`config.mk`:
```
export PLATFORM = sky130hd
export DESIGN_NAME = nand_cycle_timer
export DESIGN_NICKNAME = d
export VERILOG_FILES = /design/src/rtl/nand_cycle_timer.sv
export SDC_FILE = /design/constraint.sdc
export NUM_CORES = 1
export LEC_CHECK = 0
export BUFFER_PORTS_ARGS = -buffer_cell sky130_fd_sc_hd__buf_2
export CORE_MARGIN = 2
export CORE_UTILIZATION = 48
export CTS_CLUSTER_DIAMETER = 50
export DETAILED_ROUTE_END_ITERATION = 10
export GPL_TIMING_DRIVEN = 0
export PLACE_DENSITY = 0.84
export SLEW_MARGIN = 5
export SYNTH_ARGS = -nofsm -noshare
export SYNTH_HDL_FRONTEND = slang
export SYNTH_SLANG_ARGS = --single-unit
```
`constraint.sdc`:
```
create_clock -name clk -period 2.7 [get_ports clk]
set_input_delay 0.135 -clock clk [delete_from_list [all_inputs] [get_ports clk]]
set_output_delay 0.135 -clock clk [all_outputs]
set_load 0.005 [all_outputs]
```
`src/rtl/nand_cycle_timer.sv`:
```
module nand_cycle_timer #(
  parameter int CW    = 8,
  parameter int A2D_W = 7
) (
  input  logic             clk,
  input  logic             rst_n,
  input  logic             req_valid,
  output logic             req_ready,
  input  logic [1:0]       req_kind,
  input  logic             req_write,
  input  logic [31:0]      req_wdata,
  output logic             done,
  output logic [31:0]      rdata,
  input  logic [CW-1:0]    t_lo,
  input  logic [CW-1:0]    t_hi,
  input  logic [CW-1:0]    t_acc,
  input  logic [CW-1:0]    t_w2r,
  input  logic [CW-1:0]    t_r2w,
  input  logic [CW-1:0]    t_r2r,
  input  logic [CW-1:0]    t_cs,
  input  logic [A2D_W-1:0] t_a2d,
  input  logic             wide16,
  output logic             ce_n,
  output logic             cle,
  output logic             ale,
  output logic             we_n,
  output logic             re_n,
  output logic [15:0]      dq_o,
  output logic             dq_oe,
  input  logic [15:0]      dq_i
);

  typedef enum logic [2:0] {S_IDLE, S_SETUP, S_GAP, S_LOW, S_HIGH} state_t;
  typedef enum logic [1:0] {L_NONE, L_WE, L_RE, L_ADDR} last_t;

  state_t          state_q;
  last_t           last_q;
  logic [CW-1:0]   cnt_q, acc_q;
  logic            sampled_q, rd_q;
  logic [1:0]      kind_q;
  logic [31:0]     wdata_q;
  logic            gap_need;
  logic [CW-1:0]   gap_val;

  function automatic logic [CW-1:0] nz(input logic [CW-1:0] v);
    return (v == '0) ? CW'(1) : v;
  endfunction

  wire rd_in    = req_kind[1] && !req_write;
  wire strobing = (state_q == S_LOW) || (state_q == S_HIGH);
  wire acc_hit  = strobing && rd_q && !sampled_q && (acc_q == CW'(1));
  wire finish   = (state_q == S_HIGH) && (cnt_q == CW'(1)) &&
                  (!rd_q || sampled_q || acc_hit);

  always_comb begin
    gap_need = 1'b1;
    gap_val  = t_w2r;
    if (last_q == L_ADDR && req_kind[1]) gap_val = CW'(t_a2d);
    else if (last_q == L_RE)             gap_val = rd_in ? t_r2r : t_r2w;
    else if (last_q == L_WE && rd_in)    gap_val = t_w2r;
    else                                 gap_need = 1'b0;
  end

  assign req_ready = (state_q == S_IDLE);
  assign we_n  = !((state_q == S_LOW) && !rd_q);
  assign re_n  = !((state_q == S_LOW) && rd_q);
  assign cle   = strobing && (kind_q == 2'b00);
  assign ale   = strobing && (kind_q == 2'b01);
  assign dq_oe = strobing && !rd_q;
  assign dq_o  = (kind_q[1] && wide16) ? {wdata_q[23:16], wdata_q[7:0]}
                                       : {8'h00, wdata_q[7:0]};

  always_ff @(posedge clk or negedge rst_n) begin
    if (!rst_n) begin
      state_q   <= S_IDLE;
      last_q    <= L_NONE;
      cnt_q     <= '0;
      acc_q     <= '0;
      sampled_q <= 1'b0;
      rd_q      <= 1'b0;
      kind_q    <= 2'b00;
      wdata_q   <= '0;
      ce_n      <= 1'b1;
      done      <= 1'b0;
      rdata     <= '0;
    end else begin
      done <= 1'b0;
      if (acc_hit) begin
        sampled_q <= 1'b1;
        rdata     <= wide16 ? {8'h00, dq_i[15:8], 8'h00, dq_i[7:0]}
                            : {24'h0, dq_i[7:0]};
      end else if (strobing && rd_q && !sampled_q) begin
        acc_q <= acc_q - CW'(1);
      end
      unique case (state_q)
        S_IDLE: begin
          if (req_valid) begin
            kind_q  <= req_kind;
            rd_q    <= rd_in;
            wdata_q <= req_wdata;
            if (ce_n) begin
              ce_n    <= 1'b0;
              state_q <= S_SETUP;
              cnt_q   <= nz(t_cs);
            end else if (gap_need) begin
              state_q <= S_GAP;
              cnt_q   <= nz(gap_val);
            end else begin
              state_q   <= S_LOW;
              cnt_q     <= nz(t_lo);
              acc_q     <= nz(t_acc);
              sampled_q <= 1'b0;
            end
          end else begin
            ce_n   <= 1'b1;
            last_q <= L_NONE;
          end
        end
        S_SETUP, S_GAP: begin
          if (cnt_q == CW'(1)) begin
            state_q   <= S_LOW;
            cnt_q     <= nz(t_lo);
            acc_q     <= nz(t_acc);
            sampled_q <= 1'b0;
          end else begin
            cnt_q <= cnt_q - CW'(1);
          end
        end
        S_LOW: begin
          if (cnt_q == CW'(1)) begin
            state_q <= S_HIGH;
            cnt_q   <= nz(t_hi);
          end else begin
            cnt_q <= cnt_q - CW'(1);
          end
        end
        S_HIGH: begin
          if (cnt_q > CW'(1)) cnt_q <= cnt_q - CW'(1);
          if (finish) begin
            state_q <= S_IDLE;
            done    <= 1'b1;
            last_q  <= rd_q ? L_RE : ((kind_q == 2'b01) ? L_ADDR : L_WE);
          end
        end
        default: state_q <= S_IDLE;
      endcase
    end
  end

endmodule

```
# After elaboration in Yosys (flattened, before gate mapping)
# Index checks and enable logic that the tools add are counted.
# totals
mem_bits_ro	0
latchBits	0
ramBits	0
n_memories	0
in_bits	118
output_inout_bits	56
regBits	83
# classes
mul	0
n_addsub	2
muxes	48
div	0
eq_ne	16
n_lt_le_gt_ge	1
bitwise	0
shift	0
reduce_logical	36
# op_table
operator	count
two-way mux 8 bit	20
logical NOT 8 bit	5
case mux 8 bit (4 select lines)	1
two-way mux 24 bit	1
== test 8 x 1 -> 1 bit, second input constant	2
two-way mux 16 bit	1
case mux 8 bit (2 select lines)	1
subtractor 8 x 1 -> 8 bit, second input constant	2
logical AND 1 bit	14
two-way mux 1 bit	12
two-way mux 3 bit	4
case mux 3 bit (4 select lines)	1
two-way mux 2 bit	5
greater-than comparator 8 x 1 -> 1 bit, second input constant	1
!= test 2 bit, second input constant	4
== test 3 x 2 -> 1 bit, second input constant	2
AND reduction 3 bit	2
logical NOT 1 bit	5
== test 2 x 1 -> 1 bit, second input constant	2
== test 2 bit, second input constant	2
!= test 2 x 1 -> 1 bit, second input constant	2
case mux 2 bit (2 select lines)	1
AND reduction 4 bit	1
nonzero test 4 bit	1
other kinds (9)	11

# Longest topological paths before layout
# Gate-level depths: netlist of the first run.
# depth
depth_word	11
mapped_depth	9
mapped_depth_nobuf	8

# Least setup slack after synthesis of the first run
# OpenSTA, ideal clock, no wires.
# synth_path
kind	reg-to-reg
startpoint	register acc_q[2]
endpoint	register rdata[5]
path_slack_ns	0.670
path_buffers	1
arrival_ns	1.904
required_ns	2.575
path_stages_with_launch	6
period_less_slack_ns	2.030
cell_sequence	dfrtp_1 -> or4_4 -> nor4b_4 -> nand2_4 -> buf_6 -> mux2_4
# synth_via
elab_chain_len	2
# synth_rtl
item	line_no	source
from (decl)	38	logic [CW-1:0] cnt_q, acc_q;
from (signal assigned)	93	acc_q <= acc_q - CW'(1);
from (signal assigned)	111	acc_q <= nz(t_acc);
from (signal assigned)	123	acc_q <= nz(t_acc);
== test 8 x 1 -> 1 bit	51	wire acc_hit = strobing && rd_q && !sampled_q && (acc_q == CW'(1));
logical AND 1 bit	51	
to (signal assigned)	90	rdata <= wide16 ? {8'h00, dq_i[15:8], 8'h00, dq_i[7:0]}
to (decl)	13	output logic [31:0] rdata,
# No other way between the ends.
# A chain may end at the register's enable or synchronous reset.

# Final worst setup path of the first run
# layout_path
startpoint	register cnt_q[0]
endpoint	register cnt_q[2]
# layout_via
elab_chain_len	3
elab_cells_between_ends	9
classes_between	add/sub: 1; order compare: 1; eq/ne: 2; mux: 4; reduce/logical: 1
# layout_rtl
item	line_no	source
from (decl)	38	
from (signal assigned)	104	cnt_q <= nz(t_cs);
from (signal assigned)	107	cnt_q <= nz(gap_val);
from (signal assigned)	110	cnt_q <= nz(t_lo);
subtractor 8 x 1 -> 8 bit, or another cell as far along	126, 134, 138	
two-way mux 8 bit, or another cell as far along	138	if (cnt_q > CW'(1)) cnt_q <= cnt_q - CW'(1);
case mux 8 bit (4 select lines) / AND reduction 3 bit (equally long branches)	n/a	
# Several ways; a longest one is shown, not always the timed one. The select of a mux whose other input is x is not followed.

==> flow_summary.json, run 1 <==
{
  "status": "complete, no violations",
  "overflow": 0,
  "grt_use_met3": 0.0607,
  "grt.busiest_layer": "met2",
  "cts_root_buf": "clkbuf_8",
  "grt_pass1_vias": 3772,
  "grt_use_met2": 0.423,
  "syn_area_per_cell_um2": 8.92,
  "cts.reportedPaths.clkPinSlew_ns": 0.08,
  "crit_arrival_ns": 2.70,
  "leakage_nw": 2.40,
  "hold_class": "primary input to flip-flop",
  "min_period_ns": 2.49,
  "worst_slew_margin_rel": 0.498,
  "worst_clock_skew_ns": 0.00796,
  "synth_common_cells": "dfrtp_1, nand2_1, a21oi_1",
  "num_antenna_cells": 0,
  "cp-start-kind": "flip-flop",
  "clock_latency_ns": 0.35,
  "hpwl_mm": 8.60,
  "syn_inst": 441,
  "cts_tree": "yes",
  "ys_ff_latch": 59,
  "antenna_found_initial": 0,
  "cp_max_fo": 7,
  "yosysMostFrequentCell": "dfrtp_1",
  "clockBufferDepth": 2,
  "grt_pass1_wl_mm": 17.7,
  "portBuffers": 141,
  "ant_nets": 0,
  "grt_usage": 0.252,
  "vdd_drop_max_mv": 0.499,
  "setup_viol": 0,
  "first_pass_iters": 5,
  "die_area_um2": 8940,
  "max_slew.worst_pin.slew_ns": 0.753,
  "gp_congestion": 0.949,
  "worst-setup-path-type": "flip-flop to flip-flop",
  "cp.required_ns": 2.91,
  "async_reset_ff_frac": 1.00,
  "layout-drive-gt1-share": 0.378,
  "wl_mm": 11.2,
  "power_mw": 3.69,
  "synth_ff_type": "dfrtp_1",
  "hold_viol_final": 0,
  "numCtsBuffers": 9,
  "routed_via_density": 5.53,
  "die_h_um": 94.5,
  "start_util": 0.486,
  "wire_per_inst_um": 15.6,
  "grt_setup_unrepaired": "false",
  "die_w_um": 94.5,
  "clkSinkCount": 59,
  "htreeDepth": 3,
  "core_um2": 8090,
  "drcViolationCount": 0,
  "cts_setup_buffers": 0,
  "rows": 33,
  "grt_use_met1": 0.320,
  "pin_count": 174,
  "synth_edf_count": 0,
  "grt_max_degree": 60,
  "yosysWarnings": 0,
  "first_iter_violations": 195,
  "vias": 3979,
  "max_freq_mhz": 402,
  "fin_crit_sh": 0.921,
  "layout.nets": 731,
  "area_growth_pct": 27.7,
  "ys_types": 60,
  "yosysTopAreaCell": "dfrtp_1",
  "synth.area.top_cells": "dfrtp_1, mux2_2, a21oi_1, buf_4, nand2_1",
  "yosys.area.top_type_share": 0.369,
  "end_kind": "flip-flop",
  "ys_seq_area_frac": 0.376,
  "cap_viol_max_count": 0,
  "slew_viol_final": 0,
  "syn_area_um2": 3940,
  "setup_tns_ns": 0,
  "power.density_nw_per_um2": 734
}
area by class of cell:
cell class | count | area [µm²]
Tap cell | 105 | 131
Fill cell | 722 | 3070
Clock inverter | 7 | 55.1
Inverter | 14 | 52.6
Buffer | 47 | 284
Clock buffer | 9 | 124
Multi-Input combinational cell | 336 | 2180
Timing Repair Buffer | 142 | 718
Sequential cell | 59 | 1480
per-layer routing:
metal / share of wire / vias to the layer above
li1: - / 1903
met1: 0.42 / 1869
met2: 0.47 / 185
met3: 0.089 / 22
met4: 0.019 / 0
met5: 0 / -
power by group:
| group | leakage [nW] | switching, mW | total [mW] | internal, mW |
|---|---|---|---|---|
| Clock | 0.0854 | 0.390 | 0.726 | 0.336 |
| Combinational | 1.64 | 0.761 | 1.51 | 0.745 |
| Sequential | 0.668 | 0.272 | 1.46 | 1.19 |
| Total | 2.40 | 1.42 | 3.69 | 2.27 |
registers in the layout (all words and copies together) (netlist names):
| signal | count |
|---|---|
| acc_q | 8 |
| rdata | 16 |
| done | 1 |
| rd_q | 1 |
| ce_n | 1 |
| kind_q | 2 |
| cnt_q | 8 |
| state_q | 3 |
| last_q | 2 |
| sampled_q | 1 |
| wdata_q | 16 |
final timing paths:
path                                from           to  slack [ns]  depth (start not counted)
max in group asynchronous          rst_n    kind_q[1]        1.80                          2
max                             cnt_q[0]     cnt_q[2]        0.21                          7
max reg2reg                     cnt_q[0]     cnt_q[2]        0.21                          7
min                        req_wdata[18]  wdata_q[18]        0.02                          2
min reg2reg                    rdata[21]    rdata[21]        0.49                          2
min in group asynchronous          rst_n     rdata[4]        0.40                          2
placed cells by master (no fill, tap or decap), types with 9 or more instances in the layout:
cell type,n
nor2_1,37
clkbuf_1,14
nand2_1,40
mux2_2,26
dfrtp_1,58
a211oi_1,12
a21oi_1,38
nor3_1,11
clkbuf_8,9
conb_1,16
and3_1,10
inv_1,14
buf_2,148
nor4_1,9
nand2b_1,10
buf_4,25
o21ai_0,29
critical path, cell delays in order (launching register included):
cell and delay (ns):
dfrtp_1 0.48, ha_1 0.24, nor4b_2 0.38, nand2_1 0.27
a21oi_2 0.37, nor3b_1 0.09, a2111oi_0 0.39, o31ai_1 0.14
stage by stage:
step | instances | worst slack [ns] | hold WS [ns] | cell area [µm²] | utilization
final | 719 | 0.213 | 0.0182 | 5030 | 0.621
after global routing | 719 | 0.0388 | 0.0129 | 5030 | 0.621
after CTS | 718 | 0.200 | 0.00820 | 5010 | 0.619
after detailed placement | 702 | 0.266 | 0.372 | 4830 | 0.597
after global placement | 702 | 0.235 | 0.366 | 4830 | 0.597
after floorplan | 456 | 0.670 | -0.161 | 3990 | -
timing repair:
action                                  in CTS  in global routing
endpoints found under the hold margin        0                 58
hold buffers                                 0                  1
endpoints found under the setup margin       0                  3
gates resized for setup                      0                  1
kinds of logic (layout without fill, tap and decap cells):
kind of cell	Yosys count	after routing	synth area share
simple gates	149	149	0.204
other cells	1	16	0.000953
fa+ha+maj	4	4	0.0127
xor+xnor	9	9	0.0200
mux	32	32	0.0935
compound gates	126	126	0.208
flops	59	59	0.376
buf+inv	61	219	0.0855
Note: power is estimated with default switching activity, not from simulation.
==> run 2: changes to the inputs <==
--- a/config.mk
+++ b/config.mk
@@ -7,11 +7,11 @@
 export LEC_CHECK = 0
 export BUFFER_PORTS_ARGS = -buffer_cell sky130_fd_sc_hd__buf_2
 export CORE_MARGIN = 2
-export CORE_UTILIZATION = 48
+export CORE_UTILIZATION = 30
 export CTS_CLUSTER_DIAMETER = 50
 export DETAILED_ROUTE_END_ITERATION = 10
 export GPL_TIMING_DRIVEN = 0
-export PLACE_DENSITY = 0.84
+export PLACE_DENSITY = 0.58
 export SLEW_MARGIN = 5
 export SYNTH_ARGS = -nofsm -noshare
 export SYNTH_HDL_FRONTEND = slang
==> run 2 against run 1 <==
Effect of this change: critical path depth up 1; worst hold slack better by 0.015 ns; total power up 13%; critical path type unchanged; via count decreased by 2.0%; wire length increased by 4.7%; sequential share of layout area shrank 1.3 points; register-to-register slack better by 0.11 ns; setup slack improved by 0.11 ns; flip-flop and latch count unchanged; highest routed layer unchanged; largest power group unchanged; cell count grew 9.3%.
==> flow_summary.json, run 2 (same netlist as run 1, synthesis figures left out) <==
{
  "status": "complete, no violations",
  "die_w_um": 119,
  "hold_class": "primary input to flip-flop",
  "first_iter_violations": 256,
  "cts_setup_buffers": 0,
  "r2r_cells": 8,
  "seq_power_share": 0.352,
  "grt_pass1_vias": 3889,
  "power.density_nw_per_um2": 790,
  "fin_cells": 786,
  "worst_clock_skew_ns": 0.00523,
  "num_antenna_cells": 0,
  "grt_setup_unrepaired": "false",
  "clkPwrFrac": 0.284,
  "seq_area_um2": 1480,
  "hold_end": "rdata[7]",
  "cap_viol_max_count": 0,
  "wire_per_inst_um": 14.9,
  "cts_root_buf": "clkbuf_16",
  "grt_usage": 0.168,
  "drcViolationCount": 0,
  "layout-drive-gt1-share": 0.378,
  "grt_use_met2": 0.259,
  "whs_path_depth": 2,
  "grt_use_met3": 0.0458,
  "sw_frac_of_total": 0.349,
  "r2r_setup_slack_ns": 0.32,
  "grt.busiest_layer": "met2",
  "reg2reg_to": "cnt_q[2]",
  "min_period_ns": 2.38,
  "portBuffers": 141,
  "end_kind": "flip-flop",
  "setup_viol": 0,
  "largest_registers": "rdata: 16 flops, wdata_q: 16 flops",
  "min_from": "dq_i[7]",
  "grt_use_met1": 0.221,
  "die_area_um2": 14000,
  "die_h_um": 119,
  "gp_congestion": 0.868,
  "clock_latency_ns": 0.33,
  "dp.cells": 769,
  "wl_mm": 11.7,
  "layout.nets": 731,
  "cp_max_fo": 7,
  "htreeDepth": 3,
  "clkSinkCount": 59,
  "vdd_drop_max_mv": 0.444,
  "rr_startpoint": "cnt_q[1]",
  "switchingPower_mw": 1.45,
  "start_util": 0.309,
  "setup_tns_ns": 0,
  "cts_tree": "yes",
  "core_um2": 12700,
  "max_freq_mhz": 420,
  "multi_input_area_um2": 2200,
  "hold_viol_final": 0,
  "grt_max_degree": 60,
  "comb_power_share": 0.364,
  "cp.required_ns": 2.90,
  "worst_slew_margin_rel": 0.488,
  "utilization": 0.413,
  "slew_viol_final": 0,
  "routed_via_density": 4.96,
  "overflow": 0,
  "fin_hold_ws_ns": 0.0331,
  "hpwl_mm": 9.18,
  "worst-setup-path-type": "flip-flop to flip-flop",
  "internal-power_mw": 2.71,
  "pin_count": 174,
  "area_growth_pct": 33.7,
  "fill_cells": 1311,
  "leakage_nw": 2.47,
  "vias": 3899,
  "grt_pass1_wl_mm": 19.1,
  "ant_nets": 0,
  "cts.reportedPaths.clkPinSlew_ns": 0.05,
  "clockBufferDepth": 2,
  "first_pass_iters": 4,
  "mostFrequentLayoutCell": "buf_2",
  "max_slew.worst_pin.slew_ns": 0.769,
  "crit_arrival_ns": 2.58,
  "cp-start-kind": "flip-flop",
  "antenna_found_initial": 0,
  "fin_crit_sh": 0.881,
  "numCtsBuffers": 9,
  "rows": 41,
  "final_cell_mix": "buf_2, dfrtp_1, nand2_1"
}
## run 2: cell count changes in the layout (fill, tap and decap cells not counted)
cell	delta
clkinvlp_4	-1
a21oi_4	+1
inv_6	+1
clkinv_4	-3
clkbuf_16	+9
a21oi_2	-1
bufinv_16	+1
nor4b_4	+1
nor4b_2	-1
clkbuf_8	-7
## run 2: worst max path at each step
stage | start | to | slack, ns | cells after the start
after floorplan | acc_q[2] | rdata[5] | 0.67 | 5
after global placement | cnt_q[1] | cnt_q[2] | 0.18 | 8
after detailed placement | cnt_q[1] | cnt_q[2] | 0.16 | 8
after CTS | cnt_q[1] | cnt_q[2] | 0.13 | 8
after global routing | cnt_q[1] | acc_q[5] | 0.11 | 9
final | cnt_q[1] | cnt_q[2] | 0.32 | 8
## run 2: critical path, stage by stage, from the launching register on
cell and delay (ns):
dfrtp_1 0.40, inv_1 0.11, ha_1 0.20, nor4b_4 0.30, nand2_1 0.25, a21oi_4 0.30
nor3b_1 0.08, a2111oi_0 0.45, o31ai_1 0.14
## run 2: layout make-up
type | instances | area share
plain buffers | 47 | 0.0540
clock buffers | 11 | 0.0480
clock inverters | 5 | 0.0114
inverters | 14 | 0.00999
multi-input cells | 336 | 0.418
flip-flops and latches | 59 | 0.281
well taps | 172 | 0.0409
repair buffers | 142 | 0.137
## run 2: through the flow
step	area, µm²	setup WS, ns	power, mW
2_1_floorplan	3990	0.670	2.43
3_3_place_gp	4910	0.178	2.94
6_report	5260	0.322	4.16
5_1_grt	5260	0.114	4.47
4_1_cts	5240	0.127	4.19
3_5_place_dp	4910	0.161	2.97
## run 2: timing repair
action | in CTS | in global routing
endpoints found under the setup margin | 0 | 8
gates resized for setup | 0 | 3
hold buffers | 1 | 0
hold endpoints to repair | 58 | 0
## run 2: layer usage
metal	wire [µm]	up-vias
li1	-	1906
met1	5290	1834
met4	225	0
met3	990	16
met5	0	-
met2	5220	143
## run 2: power by group through the flow
stage          Clock (mW)  Combinational [mW]  Sequential (mW)
2_1_floorplan           0                1.03             1.40
3_3_place_gp            0                1.48             1.45
3_5_place_dp            0                1.50             1.47
4_1_cts              1.22                1.51             1.46
5_1_grt              1.26                1.70             1.52
6_report             1.18                1.51             1.46
==> run 3: changes to the inputs <==
--- a/config.mk
+++ b/config.mk
@@ -11,7 +11,7 @@
 export CTS_CLUSTER_DIAMETER = 50
 export DETAILED_ROUTE_END_ITERATION = 10
 export GPL_TIMING_DRIVEN = 0
-export PLACE_DENSITY = 0.58
+export PLACE_DENSITY = 0.6
 export SLEW_MARGIN = 5
 export SYNTH_ARGS = -nofsm -noshare
 export SYNTH_HDL_FRONTEND = slang
==> run 3 against run 2 <==
Effect of this change: critical path depth unchanged; highest routed layer unchanged; maximum frequency decreased by 4.0%; cell count decreased by 0.13%; global-route usage increased by 0.27 points; critical path type unchanged; flip-flop and latch count unchanged; die area unchanged.
==> flow_summary.json, run 3 (same netlist as run 1, synthesis figures left out) <==
{
  "status": "complete, no violations",
  "setup_viol": 0,
  "die_w_um": 119,
  "routed-wl-met2_mm": 5.12,
  "htreeDepth": 3,
  "overflow": 0,
  "dr_wl_met3_mm": 1.16,
  "grt_setup_unrepaired": "false",
  "top_layer_used": "met4",
  "cts_setup_buffers": 0,
  "cp.required_ns": 2.88,
  "cp_max_fo": 7,
  "grt_usage": 0.170,
  "pre_cts_slack_ns": 0.176,
  "antenna_found_initial": 0,
  "ant_nets": 0,
  "cts_root_buf": "clkbuf_16",
  "worst_clock_skew_ns": 0.00560,
  "wl_mm": 11.7,
  "pin_count": 174,
  "hold_class": "primary input to flip-flop",
  "rows": 41,
  "largest_registers": "rdata: 16 flops, wdata_q: 16 flops",
  "wire_per_inst_um": 15.0,
  "grt_pass1_wl_mm": 19.5,
  "utilization": 0.414,
  "power.density_nw_per_um2": 803,
  "whs_path_depth": 2,
  "worst_slack_ns": 0.222,
  "start_util": 0.309,
  "clkSinkCount": 59,
  "fill_cells": 1317,
  "cap_viol_max_count": 0,
  "cp-start-kind": "flip-flop",
  "cts.reportedPaths.clkPinSlew_ns": 0.05,
  "max_slew.worst_pin.slew_ns": 0.768,
  "numCtsBuffers": 9,
  "mostFrequentLayoutCell": "buf_2",
  "vdd_drop_max_mv": 0.348,
  "core_um2": 12700,
  "grt_pass1_vias": 3996,
  "min_period_ns": 2.48,
  "clockBufferDepth": 2,
  "r2r_cells": 8,
  "end_kind": "flip-flop",
  "setup_tns_ns": 0,
  "final_cell_mix": "buf_2, dfrtp_1, nand2_1",
  "die_h_um": 119,
  "layout-drive-gt1-share": 0.377,
  "hold_end": "wdata_q[22]",
  "max_freq_mhz": 404,
  "hold_viol_final": 0,
  "r2r_setup_slack_ns": 0.22,
  "area_growth_pct": 33.8,
  "worst_slew_margin_rel": 0.488,
  "hpwl_mm": 9.17,
  "fin_hold_ws_ns": 0.0388,
  "drcViolationCount": 0,
  "fin_crit_sh": 0.918,
  "clock_latency_ns": 0.32,
  "crit_arrival_ns": 2.66,
  "rr_startpoint": "cnt_q[1]",
  "gp_congestion": 0.855,
  "slew_viol_final": 0,
  "vias": 3921,
  "grt_max_degree": 60,
  "cts_tree": "yes",
  "leakage_nw": 2.47,
  "portBuffers": 141,
  "wl_met1_mm": 5.28,
  "first_pass_iters": 4,
  "first_iter_violations": 250,
  "routed_via_density": 4.99,
  "num_antenna_cells": 0,
  "min_from": "req_wdata[22]",
  "die_area_um2": 14000,
  "worst-setup-path-type": "flip-flop to flip-flop",
  "layout.nets": 731,
  "reg2reg_to": "cnt_q[2]"
}
run 3: area by class of cell:
class                           instances  area (µm²)  area share
Timing Repair Buffer                  142         718       0.136
Sequential cell                        59        1480       0.281
Buffer                                 47         284      0.0539
Clock buffer                           11         253      0.0480
Tap cell                              172         215      0.0409
Multi-Input combinational cell        336        2190       0.416
Inverter                               14        52.6     0.00998
Clock inverter                          4        73.8      0.0140
run 3: worst max-delay path by stage:
| stage | slack [ns] | endpoint | cells past startpoint | from |
|---|---|---|---|---|
| after floorplan | 0.67 | rdata[5] | 5 | acc_q[2] |
| after global placement | 0.22 | cnt_q[2] | 8 | cnt_q[1] |
| after detailed placement | 0.18 | acc_q[7] | 8 | cnt_q[0] |
| after CTS | 0.15 | acc_q[7] | 8 | cnt_q[0] |
| after global routing | 0.03 | acc_q[7] | 8 | cnt_q[0] |
| final | 0.22 | cnt_q[2] | 8 | cnt_q[1] |
run 3: metal layers:
layer | track usage | up-vias
met5 | 0 | -
met4 | 0.0632 | 0
met3 | 0.0623 | 17
met2 | 0.251 | 163
met1 | 0.228 | 1842
li1 | - | 1899
run 3: timing repair:
item | 4_1_cts | 5_1_grt
hold buffers | 1 | 0
gates resized for setup | 0 | 2
hold endpoints to repair | 58 | 0
setup endpoints to repair | 0 | 8
run 3: critical path: stages (launching register included):
cell and delay (ns):
dfrtp_1 0.40, inv_1 0.10, ha_1 0.17, nor4b_2 0.39, nand2_1 0.29, a21oi_4 0.30
nor3b_1 0.08, a2111oi_0 0.46, o31ai_1 0.15
run 3: report_power, final:
| group | switching (mW) | leakage, nW | internal, mW |
|---|---|---|---|
| clock network | 0.393 | 0.162 | 0.852 |
| registers | 0.275 | 0.668 | 1.19 |
| logic | 0.772 | 1.64 | 0.745 |
run 3: metrics by stage:
stage,instance area (µm²),instances,power (mW)
after floorplan,3990,456,2.43
after global placement,4910,769,2.93
after detailed placement,4910,769,2.98
after CTS,5250,785,4.27
after global routing,5270,785,4.55
final,5270,785,4.23
